File: src/rtl/mcu_bus_pkg.sv
// Package: shared operation codes and sequencer states for the host bus master.
// Assumes: op bit 0 selects the extended variant, op bit 1 selects a write.
package mcu_bus_pkg;
    typedef enum logic [2:0] {
        OP_RD     = 3'd0,
        OP_RD_EXT = 3'd1,
        OP_WR     = 3'd2,
        OP_WR_EXT = 3'd3,
        OP_WAIT_H = 3'd4,
        OP_WAIT_L = 3'd5
    } bus_op_e;

    typedef enum logic [2:0] {
        ST_IDLE,
        ST_ADDR,
        ST_GAP,
        ST_STRB,
        ST_HOLD,
        ST_WAITP
    } bus_state_e;
endpackage

File: src/rtl/mcu_bus_sync.sv
// Module: two-flop level synchronizer, one chain per bit.
// Assumes: inputs are slow levels; the reset value is 0 for every bit.
module mcu_bus_sync #(
    parameter int WIDTH = 2
) (
    input  logic             clk,
    input  logic             rst_n,
    input  logic [WIDTH-1:0] din,
    output logic [WIDTH-1:0] dout
);
    for (genvar i = 0; i < WIDTH; i++) begin : g_bit
        logic meta;
        // Two-stage capture of one asynchronous bit.
        always_ff @(posedge clk) begin
            if (!rst_n) begin
                meta    <= 1'b0;
                dout[i] <= 1'b0;
            end else begin
                meta    <= din[i];
                dout[i] <= meta;
            end
        end
    end
endmodule

File: src/rtl/mcu_bus_seq.sv
// Module: bus cycle sequencer. Runs address, gap, strobe and hold phases, or a pin wait.
// Assumes: every phase width parameter is at least 1, and ready and pin inputs are already synchronized.
module mcu_bus_seq
    import mcu_bus_pkg::*;
#(
    parameter int ALE_W  = 2,
    parameter int GAP_W  = 1,
    parameter int STRB_W = 3,
    parameter int HOLD_W = 1,
    parameter int AW     = 16,
    parameter int DW     = 8
) (
    input  logic          clk,
    input  logic          rst_n,
    input  logic          cmd_valid,
    input  logic [2:0]    cmd_op,
    input  logic [AW-1:0] cmd_addr,
    input  logic [DW-1:0] cmd_wdata,
    input  logic [DW-1:0] ad_in,
    input  logic          ready_s,
    input  logic          pin_s,
    output logic          busy,
    output logic          done,
    output logic [DW-1:0] rd_data,
    output logic [DW-1:0] ad_out,
    output logic          ad_oe,
    output logic [AW-DW-1:0] addr_hi,
    output logic          ale,
    output logic          cs_n,
    output logic          rd_n,
    output logic          wr_n
);
    localparam int CW = $clog2(ALE_W + GAP_W + STRB_W + HOLD_W + 1);
    localparam logic [CW-1:0] ALE_LAST  = CW'(ALE_W - 1);
    localparam logic [CW-1:0] GAP_LAST  = CW'(GAP_W - 1);
    localparam logic [CW-1:0] STRB_LAST = CW'(STRB_W - 1);
    localparam logic [CW-1:0] HOLD_LAST = CW'(HOLD_W - 1);

    bus_state_e    state;
    logic [CW-1:0] cnt;
    logic [DW-1:0] addr_lo;
    logic [DW-1:0] wdata;
    logic          is_wr;
    logic          want_lvl;
    logic          data_ph;

    // Phase sequencing, command capture, read sampling and upper-address update.
    always_ff @(posedge clk) begin
        if (!rst_n) begin
            state    <= ST_IDLE;
            cnt      <= '0;
            done     <= 1'b0;
            rd_data  <= '0;
            addr_lo  <= '0;
            wdata    <= '0;
            is_wr    <= 1'b0;
            want_lvl <= 1'b0;
            addr_hi  <= '0;
        end else begin
            done <= 1'b0;
            case (state)
                ST_IDLE: begin
                    cnt <= '0;
                    if (cmd_valid) begin
                        if (cmd_op <= 3'd3) begin
                            state   <= ST_ADDR;
                            addr_lo <= cmd_addr[DW-1:0];
                            wdata   <= cmd_wdata;
                            is_wr   <= cmd_op[1];
                            if (cmd_op[0]) addr_hi <= cmd_addr[AW-1:DW];
                        end else if (cmd_op == OP_WAIT_H || cmd_op == OP_WAIT_L) begin
                            state    <= ST_WAITP;
                            want_lvl <= (cmd_op == OP_WAIT_H);
                        end
                    end
                end
                ST_ADDR: begin
                    if (cnt == ALE_LAST) begin
                        state <= ST_GAP;
                        cnt   <= '0;
                    end else cnt <= cnt + 1'b1;
                end
                ST_GAP: begin
                    if (cnt == GAP_LAST) begin
                        state <= ST_STRB;
                        cnt   <= '0;
                    end else cnt <= cnt + 1'b1;
                end
                ST_STRB: begin
                    if (cnt >= STRB_LAST) begin
                        if (ready_s) begin
                            if (!is_wr) rd_data <= ad_in;
                            state <= ST_HOLD;
                            cnt   <= '0;
                        end
                    end else cnt <= cnt + 1'b1;
                end
                ST_HOLD: begin
                    if (cnt == HOLD_LAST) begin
                        state <= ST_IDLE;
                        cnt   <= '0;
                        done  <= 1'b1;
                    end else cnt <= cnt + 1'b1;
                end
                ST_WAITP: begin
                    if (pin_s == want_lvl) begin
                        state <= ST_IDLE;
                        done  <= 1'b1;
                    end
                end
                default: state <= ST_IDLE;
            endcase
        end
    end

    // Bus pin decode from the registered phase.
    always_comb begin
        data_ph = (state == ST_GAP) || (state == ST_STRB) || (state == ST_HOLD);
        busy    = (state != ST_IDLE);
        ale     = (state == ST_ADDR);
        cs_n    = !data_ph;
        rd_n    = !((state == ST_STRB) && !is_wr);
        wr_n    = !((state == ST_STRB) && is_wr);
        ad_oe   = (state == ST_ADDR) || (data_ph && is_wr);
        ad_out  = (state == ST_ADDR) ? addr_lo : wdata;
    end
endmodule

File: src/rtl/mcu_bus_master.sv
// Module: top of the multiplexed host bus master: synchronizers plus sequencer.
// Assumes: the pad ring applies ad_oe to the AD drivers and returns the pin levels on ad_in.
module mcu_bus_master #(
    parameter int ALE_W  = 2,
    parameter int GAP_W  = 1,
    parameter int STRB_W = 3,
    parameter int HOLD_W = 1
) (
    input  logic        clk,
    input  logic        rst_n,
    input  logic        cmd_valid,
    input  logic [2:0]  cmd_op,
    input  logic [15:0] cmd_addr,
    input  logic [7:0]  cmd_wdata,
    output logic        busy,
    output logic        done,
    output logic [7:0]  rd_data,
    output logic [7:0]  ad_out,
    output logic        ad_oe,
    input  logic [7:0]  ad_in,
    output logic [7:0]  addr_hi,
    output logic        ale,
    output logic        cs_n,
    output logic        rd_n,
    output logic        wr_n,
    input  logic        iordy,
    input  logic        wait_pin
);
    logic [1:0] sync_q;
    logic       iordy_s;
    logic       pin_s;

    mcu_bus_sync #(.WIDTH(2)) u_sync (
        .clk   (clk),
        .rst_n (rst_n),
        .din   ({wait_pin, iordy}),
        .dout  (sync_q)
    );

    assign iordy_s = sync_q[0];
    assign pin_s   = sync_q[1];

    mcu_bus_seq #(
        .ALE_W (ALE_W), .GAP_W (GAP_W), .STRB_W (STRB_W), .HOLD_W (HOLD_W),
        .AW (16), .DW (8)
    ) u_seq (
        .clk       (clk),
        .rst_n     (rst_n),
        .cmd_valid (cmd_valid),
        .cmd_op    (cmd_op),
        .cmd_addr  (cmd_addr),
        .cmd_wdata (cmd_wdata),
        .ad_in     (ad_in),
        .ready_s   (iordy_s),
        .pin_s     (pin_s),
        .busy      (busy),
        .done      (done),
        .rd_data   (rd_data),
        .ad_out    (ad_out),
        .ad_oe     (ad_oe),
        .addr_hi   (addr_hi),
        .ale       (ale),
        .cs_n      (cs_n),
        .rd_n      (rd_n),
        .wr_n      (wr_n)
    );
endmodule

File: config.mk
export PLATFORM = sky130hd
export DESIGN_NAME = mcu_bus_master
export DESIGN_NICKNAME = d
export VERILOG_FILES = /design/src/rtl/mcu_bus_pkg.sv /design/src/rtl/mcu_bus_sync.sv /design/src/rtl/mcu_bus_seq.sv /design/src/rtl/mcu_bus_master.sv
export SDC_FILE = /design/constraint.sdc
export NUM_CORES = 1
export LEC_CHECK = 0
export BUFFER_PORTS_ARGS = -buffer_cell sky130_fd_sc_hd__buf_2
export CORE_MARGIN = 8
export CORE_UTILIZATION = 45
export DETAILED_ROUTE_END_ITERATION = 8
export PLACE_DENSITY = 0.73
export SLEW_MARGIN = 40
export SYNTH_ARGS = -nofsm -noshare
export SYNTH_HDL_FRONTEND = slang
export SYNTH_SLANG_ARGS = --single-unit
File: constraint.sdc
create_clock -name clk -period 3.7 [get_ports clk]
set_input_delay 0.74 -clock clk [delete_from_list [all_inputs] [get_ports clk]]
set_output_delay 0.74 -clock clk [all_outputs]
set_load 0.03 [all_outputs]
==> impl_metrics.py <==
metrics = {
    "logic_synthesis": {
        "netlist_area_um2": 2110,
        "yosys_warnings": 0,
        "synth_top_cell_by_area": "dfxtp_1",
        "syn_nets": 273,
        "synthCells": 229,
        "yosys-top-cells-count": "nand2_1 (48), dfxtp_1 (45), a21boi_1 (26)",
        "yosysSeqAreaShare_pct": 42.8,
        "synth_most_common_cell": "nand2_1",
        "synth_edf_count": 0,
        "synthDistinctLibCells": 36,
        "ys_ff_latch": 45,
        "yosys-top-cells-area": "dfxtp_1 (43%), a21boi_1 (9.3%), nand2_1 (8.6%)",
        "async_flop_share_pct": 0,
        "synth.avg_cell_area_um2": 9.20,
        "synthFlopType": "dfxtp_1",
        "synth_top_area_share_pct": 42.8,
    },
    "sta": {
        "rsz0062_at_grt": "no",
        "hold_violations": 0,
        "worst_pin_slew_ps": 664,
        "finalCritPeriodShare_pct": 79.0,
        "fin_skew_ps": 4.62,
        "relSlewSlack_pct": 55.8,
        "setup-violations-final": 0,
        "fin_crit_ps": 2920,
        "tns_ps": 0,
        "max_freq_ghz": 0.342,
        "finalMaxSlewViolations": 0,
    },
    "drt": {
        "wire_per_inst_um": 13.7,
        "dr.pass1.iters": 4,
        "drtAntennaViolNets": 0,
        "vias_per_cell": 5.06,
        "drt-total-wl_um": 4740,
        "drc": 0,
        "first_iter_violations": 131,
        "dr_total_vias": 1752,
    },
    "setup_path": {
        "worst_setup_path_end_kind": "output pin",
        "path_class": "flip-flop to output pin",
        "critical-path-slowest-cell": "dfxtp_1",
        "max_stage_delay_ps": 700,
        "crit_fanout": 15,
        "startpoint_type": "flip-flop",
        "path_buf_inv": 1,
        "path_cells": "nor3b_4 -> mux2_2 -> buf_2",
        "r2r_setup_slack_ps": 1550,
        "required_ps": 2960,
        "arrival_ps": 2180,
        "crit_family": "flip-flops",
    },
    "layout": {
        "syn_to_final_growth_pct": 21.2,
        "final_area_um2": 2550,
        "drive_gt1_share_pct": 32.5,
        "nets": 336,
        "fillers": 425,
        "insertedDiodeCount": 0,
        "fin_util_pct": 55.1,
    },
    "cts": {
        "clkTransAtPathRegs_ps": 80,
        "cts_tree": "yes",
        "cts_sinks": 45,
        "insertion_delay_ps": 290,
        "clk_path_buf_depth": 2,
        "cts_buffers": 5,
        "ctsHoldBuffers": 0,
        "htree_levels": 2,
        "post-cts-setup-buffers": 0,
        "cts-resized-gates": 0,
        "clock-root-buffer": "clkbuf_8",
    },
    "power_and_ir_drop": {
        "max-vdd-ir-drop_mv": 0.357,
        "power_density_nw_per_um2": 565,
        "power.leakage_nw": 1.11,
    },
    "floorplanning": {
        "num_rows": 25,
        "pin_count": 71,
        "coreArea_um2": 4630,
        "start_util_pct": 45.5,
        "die_area_um2": 7120,
        "die_height_um": 84.4,
        "die_w_um": 84.4,
    },
    "job": {
        "cap_violations": 0,
    },
    "place": {
        "place_congestion": 0.793,
        "io_buffers": 70,
        "hpwl_um": 3420,
        "place_area_um2": 2460,
    },
    "grt": {
        "grt_max_degree": 49,
        "grt.overflow.total": 0,
        "grt.total_usage_pct": 13.7,
        "grt_pass1_wl_um": 8090,
        "grt_pass1_vias": 1827,
        "antenna_found_initial": 0,
    },
    "worst_hold_path": {
        "hold_class": "flip-flop to flip-flop",
    },
    "outcome": {
        "status": "finished, final reports clean",
    },
}
==> placed cells by master (no fill, tap or decap), types with 2 or more instances in the layout <==
| master | Yosys | layout |
|---|---|---|
| nand2_1 | 48 | 48 |
| mux2i_1 | 13 | 13 |
| a21oi_1 | 2 | 2 |
| clkbuf_8 | 0 | 6 |
| xnor2_1 | 2 | 2 |
| nor2b_1 | 10 | 10 |
| a21boi_1 | 26 | 26 |
| or3_1 | 2 | 2 |
| ha_1 | 4 | 4 |
| mux2_2 | 8 | 8 |
| nor2_1 | 4 | 4 |
| and2_1 | 6 | 5 |
| nor3_1 | 3 | 3 |
| o21ai_0 | 4 | 4 |
| inv_1 | 6 | 6 |
| buf_2 | 2 | 70 |
| nand3_1 | 10 | 10 |
| dfxtp_1 | 45 | 45 |
| nor4b_2 | 2 | 2 |
| nand3b_1 | 3 | 3 |
==> metal layers <==
layer	wire [um]	share of wire (%)	global-route usage, %	vias up
met3	393	8.3	6.34	5
met1	2100	44	14.0	797
met5	0	0	0	-
met2	2200	46	24.1	53
met4	51	1.1	4.21	0
li1	-	-	-	897
==> report_power, final <==
group	total [mW]	internal (mW)	switching, mW
clock	0.304	0.148	0.157
combinational	0.523	0.209	0.314
sequential	0.615	0.537	0.0778
==> metrics by stage <==
| stage | hold WS, ps | std cells | total power [mW] | setup WS [ps] |
|---|---|---|---|---|
| finish | 443 | 346 | 1.44 | 777 |
| floorplan | 412 | 229 | 1.03 | 1340 |
| global route | 461 | 346 | 1.53 | 639 |
| CTS | 440 | 346 | 1.45 | 568 |
| detailed placement | 426 | 339 | 1.15 | 902 |
| global placement | 419 | 339 | 1.13 | 999 |
==> logic make-up after synthesis <==
logic type               synth area share, %
adder cells (fa/ha/maj)                 2.38
buffers and inverters                   4.93
flip-flops                              42.8
multiplexers                            10.5
XOR/XNOR                               0.832
AND/OR/NAND/NOR                         24.4
AO/OA/AOI/OAI                           14.3
==> registers in the layout, indices dropped and copies added (netlist names), 2 cells and up <==
name / cells
u_seq.addr_hi: 8
u_seq.addr_lo: 8
u_seq.rd_data: 8
u_seq.wdata: 8
u_seq.cnt: 3
u_seq.state: 3
u_sync.dout: 2
u_sync.g_bit.meta: 2
==> path summary, 6_finish.rpt <==
path / start / endpoint / cells after the start
min: u_sync.g_bit[1].meta$_SDFF_PN0_ / u_sync.dout[1]$_SDFF_PN0_ / 1
max reg2reg: u_seq.state[0]$_SDFFE_PN0P_ / u_seq.state[1]$_SDFFE_PN0P_ / 4
min reg2reg: u_sync.g_bit[1].meta$_SDFF_PN0_ / u_sync.dout[1]$_SDFF_PN0_ / 1
max: u_seq.state[0]$_SDFFE_PN0P_ / ad_out[0] / 3
==> layout make-up <==
type                            instances  area [um2]  share of cell area (%)
Multi-Input combinational cell        163        1110                    43.6
Sequential cell                        45         901                    35.3
Timing Repair Buffer                   71         358                    14.0
Clock buffer                            6        82.6                    3.24
Tap cell                               54        67.6                    2.65
Inverter                                6        22.5                   0.882
Clock inverter                          1        7.51                   0.294
No activity file was read; power rests on OpenSTA's default activity.
